<file path="src/rtl/dac_boot_pkg.sv">
package dac_boot_pkg;

    localparam int FRAME_W = 24;

    typedef enum logic [3:0] {
        SQ_IDLE, SQ_INIT, SQ_MIDSCALE, SQ_CLRCODE, SQ_SWCLEAR,
        SQ_RDCMD, SQ_RDNOP, SQ_CHECK, SQ_DONE
    } seq_state_t;

    typedef enum logic [2:0] {
        SH_IDLE, SH_LOW, SH_HIGH, SH_TAIL, SH_GAP
    } sh_state_t;

    // control write: offset binary, output enabled, clamp released, buffer off
    localparam logic [FRAME_W-1:0] FR_CTRL_INIT = 24'h200012;
    localparam logic [FRAME_W-1:0] FR_MIDSCALE  = 24'h180000;
    localparam logic [FRAME_W-1:0] FR_CLRCODE   = 24'h3FFFFF;
    localparam logic [FRAME_W-1:0] FR_SWCLEAR   = 24'h400002;
    localparam logic [FRAME_W-1:0] FR_RDCMD     = 24'hB00000;
    localparam logic [FRAME_W-1:0] FR_NOP       = 24'h000000;
    localparam logic [FRAME_W-1:0] EXPECT_RB    = 24'h3FFFFF;

endpackage

</file>
<file path="src/rtl/dac_sclk_tick.sv">
module dac_sclk_tick #(
    parameter int DIV_HALF = 2
) (
    input  logic clk,
    input  logic rst_n,
    input  logic clear,
    output logic tick
);
    localparam int CW = (DIV_HALF < 2) ? 1 : $clog2(DIV_HALF);
    localparam logic [CW-1:0] LAST = CW'(DIV_HALF - 1);

    logic [CW-1:0] cnt;

    always_ff @(posedge clk or negedge rst_n) begin
        if (!rst_n)           cnt <= '0;
        else if (clear)       cnt <= '0;
        else if (cnt == LAST) cnt <= '0;
        else                  cnt <= cnt + 1'b1;
    end

    assign tick = (cnt == LAST);
endmodule

</file>
<file path="src/rtl/dac_frame_shifter.sv">
module dac_frame_shifter
    import dac_boot_pkg::*;
#(
    parameter int DIV_HALF   = 2,
    parameter int GAP_HALVES = 4
) (
    input  logic               clk,
    input  logic               rst_n,
    input  logic               tick,
    input  logic               go,
    input  logic [FRAME_W-1:0] word,
    input  logic               sdo,
    output logic               sclk_o,
    output logic               sync_n_o,
    output logic               sdin_o,
    output logic               idle,
    output logic               fdone,
    output logic [FRAME_W-1:0] rxword
);
    localparam int BW = $clog2(FRAME_W + 1);
    localparam int GW = $clog2(GAP_HALVES + 1);
    localparam logic [BW-1:0] LAST_FALL = BW'(FRAME_W - 1);
    localparam logic [GW-1:0] LAST_GAP  = GW'(GAP_HALVES - 1);

    sh_state_t st, st_nx;
    logic [FRAME_W-1:0] tx;
    logic [BW-1:0]      nfall;
    logic [GW-1:0]      gcnt;

    always_comb begin
        st_nx = st;
        unique case (st)
            SH_IDLE: if (go)   st_nx = SH_LOW;
            SH_LOW:  if (tick) st_nx = SH_HIGH;
            SH_HIGH: if (tick) st_nx = (nfall == LAST_FALL) ? SH_TAIL : SH_LOW;
            SH_TAIL: if (tick) st_nx = SH_GAP;
            SH_GAP:  if (tick && gcnt == LAST_GAP) st_nx = SH_IDLE;
            default: st_nx = SH_IDLE;
        endcase
    end

    always_ff @(posedge clk or negedge rst_n) begin
        if (!rst_n) st <= SH_IDLE;
        else        st <= st_nx;
    end

    always_ff @(posedge clk or negedge rst_n) begin
        if (!rst_n) begin
            tx <= '0; rxword <= '0; nfall <= '0; gcnt <= '0;
            sclk_o <= 1'b0; sync_n_o <= 1'b1; fdone <= 1'b0;
        end else begin
            fdone <= 1'b0;
            unique case (st)
                SH_IDLE: if (go) begin
                    tx <= word; sync_n_o <= 1'b0; nfall <= '0;
                end
                SH_LOW: if (tick) begin
                    sclk_o <= 1'b1;
                    if (nfall != '0) tx <= {tx[FRAME_W-2:0], 1'b0};
                end
                SH_HIGH: if (tick) begin
                    sclk_o <= 1'b0;
                    rxword <= {rxword[FRAME_W-2:0], sdo};
                    if (nfall != LAST_FALL) nfall <= nfall + 1'b1;
                end
                SH_TAIL: if (tick) begin
                    sync_n_o <= 1'b1; gcnt <= '0;
                end
                SH_GAP: if (tick) begin
                    if (gcnt == LAST_GAP) fdone <= 1'b1;
                    else                  gcnt  <= gcnt + 1'b1;
                end
                default: ;
            endcase
        end
    end

    assign sdin_o = tx[FRAME_W-1];
    assign idle   = (st == SH_IDLE);

    // checker counter: cycles spent with select high
    logic [15:0] hi_cnt;
    always_ff @(posedge clk or negedge rst_n) begin
        if (!rst_n)              hi_cnt <= '1;
        else if (!sync_n_o)      hi_cnt <= '0;
        else if (hi_cnt != '1)   hi_cnt <= hi_cnt + 1'b1;
    end


    sclk_in_window_chk: assert property (@(posedge clk) disable iff (!rst_n)
        sclk_o |-> !sync_n_o);

    sdin_stable_on_fall_chk: assert property (@(posedge clk) disable iff (!rst_n)
        $fell(sclk_o) |-> $stable(sdin_o));

    select_gap_chk: assert property (@(posedge clk) disable iff (!rst_n)
        $fell(sync_n_o) |-> (hi_cnt >= 16'(GAP_HALVES * DIV_HALF)));
endmodule

</file>
<file path="src/rtl/dac_boot_seq.sv">
module dac_boot_seq
    import dac_boot_pkg::*;
#(
    parameter int DIV_HALF   = 2,
    parameter int GAP_HALVES = 4
) (
    input  logic        clk,
    input  logic        rst_n,
    input  logic        start,
    input  logic        sdo,
    output logic        sclk,
    output logic        sync_n,
    output logic        sdin,
    output logic        done,
    output logic        err,
    output logic [23:0] rdback
);
    seq_state_t state, state_nx;
    logic               tick, go, sh_idle, fdone, in_frame;
    logic [FRAME_W-1:0] word, rxword;

    dac_sclk_tick #(.DIV_HALF(DIV_HALF)) u_tick (
        .clk(clk), .rst_n(rst_n), .clear(go), .tick(tick)
    );

    dac_frame_shifter #(.DIV_HALF(DIV_HALF), .GAP_HALVES(GAP_HALVES)) u_shift (
        .clk(clk), .rst_n(rst_n), .tick(tick), .go(go), .word(word), .sdo(sdo),
        .sclk_o(sclk), .sync_n_o(sync_n), .sdin_o(sdin),
        .idle(sh_idle), .fdone(fdone), .rxword(rxword)
    );

    always_comb begin
        state_nx = state;
        unique case (state)
            SQ_IDLE, SQ_DONE: if (start) state_nx = SQ_INIT;
            SQ_INIT:     if (fdone) state_nx = SQ_MIDSCALE;
            SQ_MIDSCALE: if (fdone) state_nx = SQ_CLRCODE;
            SQ_CLRCODE:  if (fdone) state_nx = SQ_SWCLEAR;
            SQ_SWCLEAR:  if (fdone) state_nx = SQ_RDCMD;
            SQ_RDCMD:    if (fdone) state_nx = SQ_RDNOP;
            SQ_RDNOP:    if (fdone) state_nx = SQ_CHECK;
            SQ_CHECK:    state_nx = SQ_DONE;
            default:     state_nx = SQ_IDLE;
        endcase
    end

    always_ff @(posedge clk or negedge rst_n) begin
        if (!rst_n) state <= SQ_IDLE;
        else        state <= state_nx;
    end

    always_comb begin
        in_frame = 1'b1;
        word     = FR_NOP;
        unique case (state)
            SQ_INIT:     word = FR_CTRL_INIT;
            SQ_MIDSCALE: word = FR_MIDSCALE;
            SQ_CLRCODE:  word = FR_CLRCODE;
            SQ_SWCLEAR:  word = FR_SWCLEAR;
            SQ_RDCMD:    word = FR_RDCMD;
            SQ_RDNOP:    word = FR_NOP;
            default:     in_frame = 1'b0;
        endcase
        go   = in_frame && sh_idle && !fdone;
        done = (state == SQ_DONE);
    end

    always_ff @(posedge clk or negedge rst_n) begin
        if (!rst_n) begin
            err <= 1'b0; rdback <= '0;
        end else begin
            if ((state == SQ_IDLE || state == SQ_DONE) && start) err <= 1'b0;
            if (state == SQ_RDNOP && fdone) rdback <= rxword;
            if (state == SQ_CHECK) err <= (rdback != EXPECT_RB);
        end
    end


    done_hold_chk: assert property (@(posedge clk) disable iff (!rst_n)
        (done && !start) |=> done);

    done_idle_bus_chk: assert property (@(posedge clk) disable iff (!rst_n)
        done |-> sync_n);

    busy_start_ignored_chk: assert property (@(posedge clk) disable iff (!rst_n)
        (in_frame && !fdone && start) |=> (state == $past(state)));
endmodule

</file>
<file path="config.mk">
export PLATFORM = sky130hd
export DESIGN_NAME = dac_boot_seq
export DESIGN_NICKNAME = d
export VERILOG_FILES = /design/src/rtl/dac_boot_pkg.sv /design/src/rtl/dac_sclk_tick.sv /design/src/rtl/dac_frame_shifter.sv /design/src/rtl/dac_boot_seq.sv
export SDC_FILE = /design/constraint.sdc
export NUM_CORES = 1
export LEC_CHECK = 0
export ABC_AREA = 1
export BUFFER_PORTS_ARGS = -buffer_cell sky130_fd_sc_hd__buf_2
export CAP_MARGIN = 40
export CORE_UTILIZATION = 45
export DETAILED_ROUTE_END_ITERATION = 10
export PLACE_DENSITY = 0.69
export RECOVER_POWER = 25
export SETUP_SLACK_MARGIN = 0.1
export SYNTH_ARGS = -nofsm -noshare
export SYNTH_HDL_FRONTEND = slang
export SYNTH_SLANG_ARGS = --single-unit
</file>
<file path="constraint.sdc">
create_clock -name clk -period 2.05 [get_ports clk]
set_clock_uncertainty 0.05 [all_clocks]
set_input_delay 0.1025 -clock clk [delete_from_list [all_inputs] [get_ports clk]]
set_output_delay 0.1025 -clock clk [all_outputs]
set_load 0.02 [all_outputs]
</file>
==> impl_results.md <==
* # H-tree levels at 3
* Port Buffers at 32
* Worst r2r dst: u_shift.tx[23]
* Antenna Nets Post-Route at 0
* Outcome: finished clean
* Setup repair after global routing missed its margin: no
* CP required at 2.25 ns
* Setup TNS at 0 ns
* # placed instances at 672
* Crit-path slowest cell: o21ai_4
* Max-cap violation count at 0
* DRT Pass-1 Iters at 4
* Final wirelength at 8.32 mm
* Critical path arrival at 1.95 ns
* Io pins at 33
* Setup slack after placement at 0.0977 ns
* Most common cell after layout, fill and taps aside: nand2_1
* Hold crit path type: input pin to flop
* Min setup slack post-route at about 0.30 ns
* Worst-Margin Slew at a little under 0.9 ns
* Die area at 9960 µm²
* Crit share post-route at ~85%
* Antenna violations before repair at 0
* First-pass GRT wire length at 14.9 mm
* Reg2Reg Depth at 7
* Critical Path Sink: u_shift.tx[23]
* Crit-path most repeated cell: nand2_1
* Num rows at 35
* CP Launch Type: flop
* Starting Density at 46.6%
* Placer Congestion at roughly 0.82
* Total track usage at 18.8%
* Sw power at 2.39 mW
* Avg Cell Area, Syn at between 8 and 9 µm²
* Crit end category: flop
* Dpl hpwl at between 5 and 6 mm
* Layout cell share with drive strength beyond 1 at 13.9%
* Final Max Slew Viols at 0
* DRT iter0 DRCs at 185
* Area Overhead vs Synth at 10.2%
* Die height at 99.8 µm
* Clk pwr share at ~19%
* Leakage at 2.55 nW
* Core area at 9240 µm²
* Largest net degree at the start of global routing at 60
* Switching share of power at a little over two fifths
* Tmin final at 1.75 ns
* CTS Buf Count at 9
* Vias in the first global route at 3300
* Mapped Area at 4300 µm²
* CP Class: flop to flop
* Clock sink total at 92
* DRC Markers at 0
* Inserted Diodes at 0
* CTS tree: built
* Longest Clk Path Bufs at 2
* # nets final at around 570
* Max FO, Critical Path at 24
* Syn nets at 534
* F_max at about 570 MHz
* Start of the worst register-to-register path: u_shift.nfall[0]
* Cells after synthesis at approximately 530
* Design Power at about 5.6 mW
* Mean routed wirelength per cell at 12.1 µm
* Yosys cell types at 30
* FF+latch count, synth at 92
* Post-layout util at 51.3%
* Routed vias/inst at approximately 4.8
* Crit-path cells: inv_1 > ha_1 > nand2_1 > o21ai_4 > nand2_8 > nand2_1 > nand2_1
* Relative slew slack at 40.7%
* Total grt overflow at 0
* Internal power at 3.21 mW
* Hold Fails Final Rpt at 0
* Power share of the combinational group at 37.3%
* Worst-Skew Late Latency at 0.35 ns
* Most frequent cells in the layout: nand2_1, dfrtp_1, nand3_1
* Via Count at 3337
* Worst Setup SP: u_shift.nfall[0]
* Final setup fails at 0
* Synthesis Warnings at 0
* Power Density at 1180 nW/µm²
* CTS root buf: clkbuf_8
* Clock slew at the register clock pins of the worst setup and hold paths at 0.09 ns
* Die width at 99.8 µm
* Worst path max stage delay at approximately 0.45 ns
* Sequential power share at 43.3%
* Final Instance Count excl. Fillers at 690
* Sequential share of the synthesized area at 53.5%
* R2R Setup Slk at 0.30 ns
* Max VDD drop at 0.000477 V
[routing by layer]
layer	share of wire [%]	routed length (µm)	track usage (%)
met1	47	3920	24.6
met2	48	4000	31.2
met3	4.0	331	5.01
met4	0.81	67	4.30
met5	0	0	0
[power by group through the flow]
| stage | sequential (mW) | clock [mW] | combinational [mW] |
|---|---|---|---|
| after floorplan | 2.42 | 0 | 1.75 |
| after global placement | 2.44 | 0 | 2.00 |
| after detailed placement | 2.45 | 0 | 2.07 |
| after CTS | 2.42 | 1.12 | 2.10 |
| after global routing | 2.47 | 1.18 | 2.41 |
| final | 2.42 | 1.08 | 2.09 |
[cells by family (layout without fill, tap and decap cells)]
kind of cell | Yosys count | in the layout | share of synthesized area, %
AND/OR/NAND/NOR | 320 | 320 | 32.4
adder cells (fa/ha/maj) | 4 | 4 | 1.16
buffers and inverters | 68 | 102 | 7.50
flip-flops | 92 | 92 | 53.5
XOR/XNOR | 2 | 2 | 0.407
AO/OA/AOI/OAI | 40 | 41 | 5.00
[through the flow]
step	cell area (µm²)	hold slack [ns]
after floorplan	4300	-0.243
after global placement	4550	0.0345
after detailed placement	4550	0.0374
after CTS	4740	0.0675
after global routing	4740	0.0813
final	4740	0.0681
[cell usage after synthesis]
| master | instances | share of area, % |
|---|---|---|
| nor2_8 | 1 | 0.47 |
| o21ai_1 | 3 | 0.35 |
| a31oi_1 | 1 | 0.15 |
| nor2_1 | 16 | 1.4 |
| buf_6 | 4 | 1.0 |
| nand2_2 | 14 | 2.0 |
| inv_2 | 4 | 0.35 |
| ha_1 | 4 | 1.2 |
| nand3_2 | 1 | 0.23 |
| or2_2 | 1 | 0.15 |
| o21ai_4 | 1 | 0.38 |
| a21oi_1 | 1 | 0.12 |
| nand2_1 | 225 | 20 |
| dfrtp_1 | 91 | 53 |
| buf_4 | 2 | 0.35 |
| nand3_1 | 49 | 5.7 |
| nand4_1 | 3 | 0.44 |
| nand2_4 | 1 | 0.26 |
| o21ai_0 | 33 | 3.8 |
| nand3_4 | 2 | 0.81 |
| buf_2 | 11 | 1.3 |
| a21boi_0 | 1 | 0.17 |
| dfstp_2 | 1 | 0.61 |
| buf_12 | 1 | 0.47 |
| xor2_1 | 2 | 0.41 |
| nor4_4 | 1 | 0.49 |
| nor3_1 | 3 | 0.35 |
| clkbuf_1 | 2 | 0.17 |
| inv_1 | 44 | 3.8 |
| nor2_2 | 3 | 0.44 |
[worst min-delay path by stage]
stage | end | from | depth (start not counted) | slack (ns)
CTS | state[2] | start | 4 | 0.07
detailed placement | u_shift.tx[19] | rst_n | 1 | 0.04
finish | state[2] | start | 4 | 0.07
global placement | u_shift.tx[22] | rst_n | 1 | 0.03
floorplan | err | rst_n | 0 | -0.24
global route | state[2] | start | 4 | 0.08
[sequential cells by signal, summed over array words and instances, names as in the netlist]
signal            cells
rdback               24
u_shift.rxword       24
u_shift.tx           24
u_shift.nfall         5
state                 4
u_shift.gcnt          3
u_shift.st            3
err                   1
u_shift.fdone         1
u_shift.sclk_o        1
u_shift.sync_n_o      1
u_tick.tick           1
[area by class of cell]
class / count / area [µm²]
Tap cell: 129 / 161
Clock buffer: 10 / 128
Fill cell: 893 / 4500
Inverter: 48 / 180
Sequential cell: 92 / 2300
Timing Repair Buffer: 39 / 238
Clock inverter: 5 / 38.8
Multi-Input combinational cell: 367 / 1690
[what timing repair did]
item / 4_1_cts / 5_1_grt
pin swaps: 1 / 1
endpoints found under the setup margin: 18 / 11
hold buffers: 2 / 0
cloned: 1 / 0
gates resized for setup: 0 / 1
hold endpoints to repair: 34 / 0
buffers inserted: 0 / 0
[worst max-delay path: cells and delay by family (launching register included)]
kind	cells	cell delay, ns
compound gates	1	0.45
fa+ha+maj	1	0.13
buf+inv	1	0.07
flops	1	0.43
simple gates	4	0.50
(Power assumes the default switching activity.)
